==> config.mk <==
export PLATFORM = sky130hd
export DESIGN_NAME = soft_start_seq
export DESIGN_NICKNAME = d
export VERILOG_FILES = /design/src/rtl/ss_seq_pkg.sv /design/src/rtl/ss_cycle_timer.sv /design/src/rtl/ss_profile_sel.sv /design/src/rtl/ss_duty_select.sv /design/src/rtl/ss_pulse_gen.sv /design/src/rtl/soft_start_seq.sv
export SDC_FILE = /design/constraint.sdc
export NUM_CORES = 1
export LEC_CHECK = 0
export BUFFER_PORTS_ARGS = -buffer_cell sky130_fd_sc_hd__buf_2
export CAP_MARGIN = 20
export CORE_MARGIN = 2
export CORE_UTILIZATION = 31
export CTS_BUF_LIST = sky130_fd_sc_hd__clkbuf_8
export DETAILED_ROUTE_END_ITERATION = 6
export PLACE_DENSITY = 0.66
export SKIP_LAST_GASP = 1
export SLEW_MARGIN = 20
export SYNTH_ARGS = -nofsm -noshare
export SYNTH_HDL_FRONTEND = slang
export SYNTH_SLANG_ARGS = --single-unit
==> constraint.sdc <==
create_clock -name clk -period 6.2 [get_ports clk]
set_clock_uncertainty 0.1 [all_clocks]
set_input_delay 0.93 -clock clk [delete_from_list [all_inputs] [get_ports clk]]
set_output_delay 0.93 -clock clk [all_outputs]
set_load 0.02 [all_outputs]
==> src/rtl/ss_seq_pkg.sv <==
package ss_seq_pkg;

    localparam int DEF_PHASE_W   = 5;
    localparam int DEF_CODE_W    = 4;
    localparam int DEF_NUM_REGS  = 4;
    localparam int DEF_REG_W     = 8;
    localparam int DEF_REPEAT_SH = 1;
    localparam int MAX_FIXED     = 6;
    localparam int REUSE_CODE    = 7;

    typedef enum logic [1:0] {
        SEQ_IDLE   = 2'd0,
        SEQ_RAMP   = 2'd1,
        SEQ_STEADY = 2'd2
    } seq_state_e;

    function automatic logic is_active(input seq_state_e s);
        return s != SEQ_IDLE;
    endfunction

endpackage

==> src/rtl/ss_cycle_timer.sv <==
module ss_cycle_timer
    import ss_seq_pkg::*;
#(
    parameter int PHASE_W     = DEF_PHASE_W,
    parameter int CYC_W       = 4,
    parameter int RAMP_CYCLES = 16
) (
    input  logic               clk,
    input  logic               rst,
    input  logic               sub_tick,
    input  logic               burst_start,
    input  logic               burst_end,
    output seq_state_e         state,
    output logic [CYC_W-1:0]   cycle,
    output logic [PHASE_W-1:0] phase
);
    localparam logic [PHASE_W-1:0] PHASE_LAST = {PHASE_W{1'b1}};
    localparam logic [CYC_W-1:0]   CYC_LAST   = CYC_W'(RAMP_CYCLES - 1);

    always_ff @(posedge clk) begin
        if (rst) begin
            state <= SEQ_IDLE;
            cycle <= '0;
            phase <= '0;
        end else if (burst_end) begin
            state <= SEQ_IDLE;
            cycle <= '0;
            phase <= '0;
        end else if (burst_start) begin
            state <= SEQ_RAMP;
            cycle <= '0;
            phase <= '0;
        end else if (is_active(state) && sub_tick) begin
            if (phase == PHASE_LAST) begin
                phase <= '0;
                if (state == SEQ_RAMP) begin
                    if (cycle == CYC_LAST) begin
                        state <= SEQ_STEADY;
                        cycle <= '0;
                    end else begin
                        cycle <= cycle + 1'b1;
                    end
                end
            end else begin
                phase <= phase + 1'b1;
            end
        end
    end
endmodule

==> src/rtl/ss_profile_sel.sv <==
module ss_profile_sel #(
    parameter int NUM_REGS  = 4,
    parameter int REG_W     = 8,
    parameter int CODE_W    = 4,
    parameter int REPEAT_SH = 1,
    parameter int CYC_W     = 4
) (
    input  logic [NUM_REGS*REG_W-1:0] profile_word,
    input  logic [CYC_W-1:0]          cycle,
    output logic [CODE_W-1:0]         code
);
    localparam int SLOTS  = NUM_REGS * REG_W / CODE_W;
    localparam int SLOT_W = CYC_W - REPEAT_SH;

    logic [CODE_W-1:0] slot_code [SLOTS];
    logic [SLOT_W-1:0] slot_idx;

    for (genvar g = 0; g < SLOTS; g++) begin : g_slot
        assign slot_code[g] = profile_word[g*CODE_W +: CODE_W];
    end

    assign slot_idx = cycle[CYC_W-1:REPEAT_SH];
    assign code     = slot_code[slot_idx];
endmodule

==> src/rtl/ss_duty_select.sv <==
module ss_duty_select
    import ss_seq_pkg::*;
#(
    parameter int CODE_W  = DEF_CODE_W,
    parameter int PHASE_W = DEF_PHASE_W
) (
    input  seq_state_e         state,
    input  logic [CODE_W-1:0]  code,
    input  logic [PHASE_W-1:0] steady_duty,
    input  logic [PHASE_W-1:0] last_duty,
    output logic [PHASE_W-1:0] duty_out,
    output logic [CODE_W-1:0]  duty_code
);
    logic [PHASE_W-1:0] ramp_width;

    always_comb begin
        if (code <= CODE_W'(MAX_FIXED))
            ramp_width = PHASE_W'(code);
        else if (code == CODE_W'(REUSE_CODE))
            ramp_width = last_duty;
        else
            ramp_width = '0;
    end

    always_comb begin
        unique case (state)
            SEQ_RAMP: begin
                duty_out  = ramp_width;
                duty_code = code;
            end
            SEQ_STEADY: begin
                duty_out  = steady_duty;
                duty_code = '0;
            end
            default: begin
                duty_out  = '0;
                duty_code = '0;
            end
        endcase
    end
endmodule

==> src/rtl/ss_pulse_gen.sv <==
module ss_pulse_gen #(
    parameter int PHASE_W = 5
) (
    input  logic               active,
    input  logic               kill,
    input  logic [PHASE_W-1:0] phase,
    input  logic [PHASE_W-1:0] width,
    output logic               gate_en
);
    assign gate_en = active && !kill && (phase < width);
endmodule

==> src/rtl/soft_start_seq.sv <==
module soft_start_seq
    import ss_seq_pkg::*;
#(
    parameter int PHASE_W   = DEF_PHASE_W,
    parameter int CODE_W    = DEF_CODE_W,
    parameter int NUM_REGS  = DEF_NUM_REGS,
    parameter int REG_W     = DEF_REG_W,
    parameter int REPEAT_SH = DEF_REPEAT_SH
) (
    input  logic                      clk,
    input  logic                      rst,
    input  logic                      sub_tick,
    input  logic                      burst_start,
    input  logic                      burst_end,
    input  logic [NUM_REGS*REG_W-1:0] profile_word,
    input  logic [PHASE_W-1:0]        steady_duty,
    output logic [PHASE_W-1:0]        duty_out,
    output logic [CODE_W-1:0]         duty_code,
    output logic                      gate_en,
    output logic                      ramp_done
);
    localparam int SLOTS       = NUM_REGS * REG_W / CODE_W;
    localparam int RAMP_CYCLES = SLOTS << REPEAT_SH;
    localparam int CYC_W       = $clog2(RAMP_CYCLES);

    seq_state_e         state;
    logic [CYC_W-1:0]   cycle;
    logic [PHASE_W-1:0] phase;
    logic [CODE_W-1:0]  slot_code;
    logic [PHASE_W-1:0] last_duty;

    ss_cycle_timer #(
        .PHASE_W    (PHASE_W),
        .CYC_W      (CYC_W),
        .RAMP_CYCLES(RAMP_CYCLES)
    ) u_timer (
        .clk        (clk),
        .rst        (rst),
        .sub_tick   (sub_tick),
        .burst_start(burst_start),
        .burst_end  (burst_end),
        .state      (state),
        .cycle      (cycle),
        .phase      (phase)
    );

    ss_profile_sel #(
        .NUM_REGS (NUM_REGS),
        .REG_W    (REG_W),
        .CODE_W   (CODE_W),
        .REPEAT_SH(REPEAT_SH),
        .CYC_W    (CYC_W)
    ) u_profile (
        .profile_word(profile_word),
        .cycle       (cycle),
        .code        (slot_code)
    );

    ss_duty_select #(
        .CODE_W (CODE_W),
        .PHASE_W(PHASE_W)
    ) u_select (
        .state      (state),
        .code       (slot_code),
        .steady_duty(steady_duty),
        .last_duty  (last_duty),
        .duty_out   (duty_out),
        .duty_code  (duty_code)
    );

    ss_pulse_gen #(
        .PHASE_W(PHASE_W)
    ) u_pulse (
        .active (is_active(state)),
        .kill   (burst_end),
        .phase  (phase),
        .width  (duty_out),
        .gate_en(gate_en)
    );

    // width held for reuse by the next burst's code-7 slots
    always_ff @(posedge clk) begin
        if (rst)
            last_duty <= '0;
        else if (burst_end && is_active(state))
            last_duty <= duty_out;
    end

    assign ramp_done = (state == SEQ_STEADY);
endmodule

After elaboration in Yosys (flattened, before gate mapping). Index checks and enable logic that the tools add are counted.

Register bits: 16. Output and inout bits: 11. Input bits: 42.

Reduce and logical (&&, ||, !) cells: 15. Add/sub/neg operators: 2. Bitwise operators: 1. Mux-type cells: 14. Order comparisons: 3. Eq/ne operators: 5.

Operator list (count): two-way mux 4 bit (4); two-way mux 5 bit (3); binary-select mux 4 bit (select 3 bit) (1); case mux 5 bit (2 select lines) (1); nonzero test 2 bit (5); AND reduction 4 bit (2); adder 5 x 1 -> 5 bit (second input constant) (1); == test 5 bit (second input constant) (1); less-than comparator 5 bit (1); two-way mux 1 bit (5); adder 4 x 1 -> 4 bit (second input constant) (1); == test 4 x 3 -> 1 bit (second input constant) (1); == test 4 bit (second input constant) (1); >= comparator 4 bit (second input constant) (1); <= comparator 4 x 3 -> 1 bit (second input constant) (1); logical AND 1 bit (4); inverter 3 -> 4 bit (1); AND reduction 3 bit (1); OR reduction 3 bit (1); == test 2 x 1 -> 1 bit (second input constant) (1); == test 2 bit (second input constant) (1); OR reduction 2 bit (1); logical NOT 1 bit (1).

Depth between registers and ports, before layout.
Depth in word-level cells: 10. Mapped depth: 12. Gate-level depth less buffers: 12.

Cells and area by module. A second synthesis with hierarchy kept.

Cell total of the unflattened synthesis: 133. Area, all modules: 1330.0 µm².

By module, submodules not included: ss_cycle_timer (seq. area each 220.2 µm², instances 1, area each 543.0 µm², cells an instance 59); ss_profile_sel (seq. area each 0.0 µm², instances 1, area each 270.3 µm², cells an instance 14); soft_start_seq (seq. area each 100.1 µm², instances 1, area each 244.0 µm², cells an instance 24); ss_duty_select (seq. area each 0.0 µm², instances 1, area each 165.2 µm², cells an instance 20); ss_pulse_gen (seq. area each 0.0 µm², instances 1, area each 107.6 µm², cells an instance 16).

Worst setup path after synthesis. Ideal clock, no wire load.

Path kind: input to output. Start: in profile_word[21]. End: out gate_en. Arrival time: 3.608 ns. Data required time: 5.170 ns. Path buffers: 0. Slack: 1.562 ns. Stages on the path: 11. Cells stage by stage: mux4_1 mux2i_1 a311oi_2 and3_1 o21ai_1 ha_1 a21o_1 a21o_1 a2111oi_0 nand3b_1 o21ai_1.

Word-level cells in the longest chain between the ends: 9. Elaborated cells between the ends (all ways): 10. Classes of those cells: order compare: 2; eq/ne: 1; mux: 6; reduce/logical: 1.

Ends and longest elaborated chain: from (decl) (line soft_start_seq.sv:15) `input logic [NUM_REGS*REG_W-1:0] profile_word,`; binary-select mux 4 bit (select 3 bit) (*) (line ss_profile_sel.sv:23) `assign code = slot_code[slot_idx];`; two-way mux 4 bit (implied by the code) (*) (2 in series) (line ss_profile_sel.sv:23); parallel branches: the longest is 2 deep, another holds <= comparator 4 x 3 -> 1 bit; two-way mux 5 bit (*) (line ss_duty_select.sv:17) `if (code <= CODE_W'(MAX_FIXED))`; case mux 5 bit (2 select lines) (*) (line ss_duty_select.sv:26) `unique case (state)`; less-than comparator 5 bit (*) (line ss_pulse_gen.sv:10) `assign gate_en = active && !kill && (phase < width);`; logical AND 1 bit (*) (line ss_pulse_gen.sv:10); to (decl) (line soft_start_seq.sv:19) `output logic gate_en,`.

Every way passes the cells marked *. The select of a mux whose other input is x is not followed.

Final worst setup path.
Start: reg u_timer.cycle[1]. End: out gate_en.

Word-level cells in the longest chain between the ends: 10. Elaborated cells between the ends (all ways): 11. Classes of those cells: order compare: 2; eq/ne: 1; mux: 6; bitwise: 1; reduce/logical: 1.

Ends and longest elaborated chain: from (decl) (line ss_cycle_timer.sv:14) `output logic [CYC_W-1:0] cycle,`; from (signal assigned) (line ss_cycle_timer.sv:41) `cycle <= cycle + 1'b1;`; inverter 3 -> 4 bit (implied by the code) (*) (line ss_profile_sel.sv:23); binary-select mux 4 bit (select 3 bit) (*) (line ss_profile_sel.sv:23); two-way mux 4 bit (implied by the code) (*) (2 in series) (line ss_profile_sel.sv:23); parallel branches: the longest is 2 deep, another holds <= comparator 4 x 3 -> 1 bit; two-way mux 5 bit (*) (line ss_duty_select.sv:17); case mux 5 bit (2 select lines) (*) (line ss_duty_select.sv:26); less-than comparator 5 bit (*) (line ss_pulse_gen.sv:10); logical AND 1 bit (*) (line ss_pulse_gen.sv:10).

Marked as above.

==> summary.md <==
| Metric | Value |
|---|---|
| Commonest non-fill, non-tap cell in the layout | `buf_2` |
| Tcrit/Tclk final | `between 80% and 90%` |
| Worst R2R Setup Slack | `around 3.6 ns` |
| Layout cell share with drive strength beyond 1 | `around 33%` |
| Post-route cell area | `1640 um^2` |
| Initial Util | `between 30% and 40%` |
| Worst Tran Pin Value | `0.644 ns` |
| Total Wirelength | `3040 um` |
| Final setup TNS | `0 ns` |
| Number of global-route vias before repair | `approximately 1200` |
| Total GRT Usage | `a little over an eighth` |
| HP Class | `reg2reg` |
| Syn Std Cell Area | `1320 um^2` |
| Max-slew violations | `0` |
| Hold Startpoint | `last_duty[3]$_SDFFE_PP0P_` |
| Cell-by-cell trace of the critical path | `mux4_1 > mux2i_1 > a311oi_2 > and3_1 > o21ai_1 > ha_1 > a21o_1 > a21o_1 > a2111oi_0 > nand3b_1 > o21ai_1 > buf_2` |
| CTS Buf Count | `3` |
| Number of vias per cell | `5.17` |
| Max incr delay on CP | `between 0.7 and 0.8 ns` |
| DR vias | `1256` |
| Largest net degree at the start of global routing | `15` |
| DRT Pass-1 Iters | `4` |
| Switching Share | `23.4%` |
| Syn Nets | `between 150 and 200` |
| GP Congestion | `0.746` |
| Num rows | `23` |
| Number of enable flip-flop cells after synthesis | `0` |
| FFs w/ async S/R, synth | `0%` |
| Sequential area share after synthesis | `between 20% and 30%` |
| Routed length per placed instance | `approximately 12 um` |
| Comb power frac | `between 10% and 20%` |
| Pwr dens | `between 100 and 150 nW/um^2` |
| Post-synthesis register bit count | `16` |
| Worst Setup Path Type | `reg2out` |
| Flop pwr share | `48.6%` |
| Crit end category | `output pin` |
| Post-CTS Setup Bufs | `0` |
| Min-Delay Endpoint | `last_duty[3]$_SDFFE_PP0P_` |
| Pleak | `between 0.0006 and 0.0007 uW` |
| Final min period | `approximately 5.0 ns` |
| DRC Markers | `0` |
| Clock Latency Late Sink | `0.25 ns` |
| Rel. slew slack | `between 50% and 60%` |
| Drt initial violations | `53` |
| Die area | `roughly 4800 um^2` |
| CTS resizes | `0` |
| RSZ-0062 raised after global routing | `no` |
| Count of cell types in the netlist | `42` |
| First-pass GRT wire length | `~5500 um` |
| Ys flop type | `dfxtp_1` |
| Finished Layout Cells | `about 240` |
| Max Clk Rate | `between 150 and 200 MHz` |
| H-tree depth | `1` |
| Die Wd | `~69 um` |
| Slowest cell on the critical path | `dfxtp_1` |
| CTS tree | `built` |
| Final Setup Violations | `0` |
| GR Overflow Total | `0` |
| R2R Path End | `last_duty[2]$_SDFFE_PP0P_` |
| R2R Path Start | `u_timer.cycle[1]$_SDFFE_PP0P_` |
| Crit path DAT | `~4.0 ns` |
| Outcome | `completed` |
| Clock-pin slew on the worst setup and hold paths | `around 0.06 ns` |
| R2R cell count | `5` |
| Clock sinks | `16` |
| Clock buffer depth | `2` |
| Synth Area per Inst | `a little over 9 um^2` |
| CP startpoint kind | `flop` |
| Layout Area Growth over Synthesis | `24.5%` |
| Cts hold-fix bufs | `0` |
| Initial antenna violation count | `0` |
| CTS Root Buffer Type | `clkbuf_8` |
| Synth warn | `0` |
| Synth Instances | `~140` |
| Hold Crit Depth | `2` |
| Commonest cells after routing, fill and taps aside | `buf_2, nor2_1, dfxtp_1, a21oi_1, ha_1` |
| Cell Area, Placed | `roughly 1600 um^2` |
| DP HPWL | `~2400 um` |
| Int Power | `about 160 uW` |
| Req. time, crit path | `5.17 ns` |
| Cell family with the largest share of critical-path delay | `compound AO/OA/AOI/OAI gates` |
| Clock Power Share | `a little over a third` |
| IO Pins | `between 50 and 60` |
| ANT nets after route | `0` |
| # port buffers | `52` |
| CP Max Fanout | `13` |
| Placed cell count | `between 200 and 250` |
| Peak VDD IR | `between 0.00007 and 0.00008 V` |
| WP buf/inv | `1` |
| Antenna cells | `0` |
| Core ar. | `between 4000 and 5000 um^2` |
| # nets final | `approximately 250` |
| Die Y-Extent | `69.1 um` |
| # Max-Cap Violations | `0` |
| Final hold vios | `0` |
| NetSw | `around 50 uW` |
-- power groups by stage --
stage	clock (uW)	combinational [uW]	sequential (uW)
after floorplan	0	16.1	106
after global placement	0	32.5	106
after detailed placement	0	32.7	106
after CTS	81.2	32.8	103
after global routing	85.9	36.5	103
final	77.2	32.4	103
-- worst register-to-register path: cells and delay by family, from the launching register on --
family	cells	cell delay (ns)
multiplexers	2	0.98
flip-flops	1	0.73
AO/OA/AOI/OAI	3	0.67
-- worst max-delay path by stage --
stage	startpoint	end	slack, ns	cells after the start
2_1_floorplan	profile_word[21]	gate_en	1.56	11
3_3_place_gp	profile_word[21]	gate_en	1.32	13
3_5_place_dp	profile_word[21]	gate_en	1.27	13
4_1_cts	u_timer.cycle[1]$_SDFFE_PP0P_	gate_en	1.11	12
5_1_grt	u_timer.cycle[1]$_SDFFE_PP0P_	gate_en	0.69	12
6_report	u_timer.cycle[1]$_SDFFE_PP0P_	gate_en	1.17	12
-- layer usage --
layer  wire length (um)  global-route usage (%)  share of wire, %  vias to the layer above
met5                  0                       0                 0                        -
met4                  8                    1.96              0.26                        0
met3                187                    4.53               6.2                        2
met2               1470                    23.9                48                       37
met1               1370                    16.5                45                      574
li1                   -                       -                 -                      643
-- area by class of cell --
class                   count  area [um^2]
fillers                   425         2390
multi-input cells         118          937
flip-flops and latches     16          320
repair buffers             52          260
well taps                  50         62.6
clock buffers               3         41.3
inverters                   4         15.0
-- cells in the mapped netlist, types with 2 or more instances --
cell	count	share of area, %
and2_1	3	1.4
nand2b_1	2	0.95
mux4_2	4	6.9
or3_1	3	1.4
nand3b_1	3	1.7
a22oi_1	2	1.1
ha_1	10	9.5
a32o_1	4	3.0
nand3_1	3	1.1
o21ai_1	2	0.76
mux4_1	2	4.0
a311oi_1	2	1.3
nor3_1	5	1.9
inv_1	4	1.1
dfxtp_1	16	24
nor2_1	16	4.6
a22o_1	2	1.3
mux2i_4	2	3.4
o21ai_0	2	0.76
xor2_1	2	1.3
a21o_1	2	1.1
and3_1	2	0.95
mux2i_1	7	5.3
clkbuf_1	3	0.86
a21oi_1	10	3.8
nand2_1	9	2.6
nand4_1	6	2.9
nor2b_1	2	0.95
-- through the flow --
step	setup slack, ns	utilization (%)	hold WS [ns]	power (uW)
after floorplan	1.56	-	0.339	122
after global placement	1.32	39.6	0.367	138
after detailed placement	1.27	39.6	0.378	138
after CTS	1.11	40.6	0.388	218
after global routing	0.689	40.6	0.419	226
final	1.17	40.6	0.388	213
-- state kept, by name (all words and copies together) (netlist names) --
signal / count
u_timer.cycle: 4
u_timer.state: 2
last_duty: 5
u_timer.phase: 5
-- logic make-up after synthesis --
kind of cell	synth area share [%]
and+or+nand+nor	22.7
AOI/OAI and AO/OA	17.4
DFF	24.4
muxes	19.6
buffers and inverters	4.38
adders and majority gates	9.51
xor gates and xnor gates	2.00
Note: power is estimated with default switching activity, not from simulation.
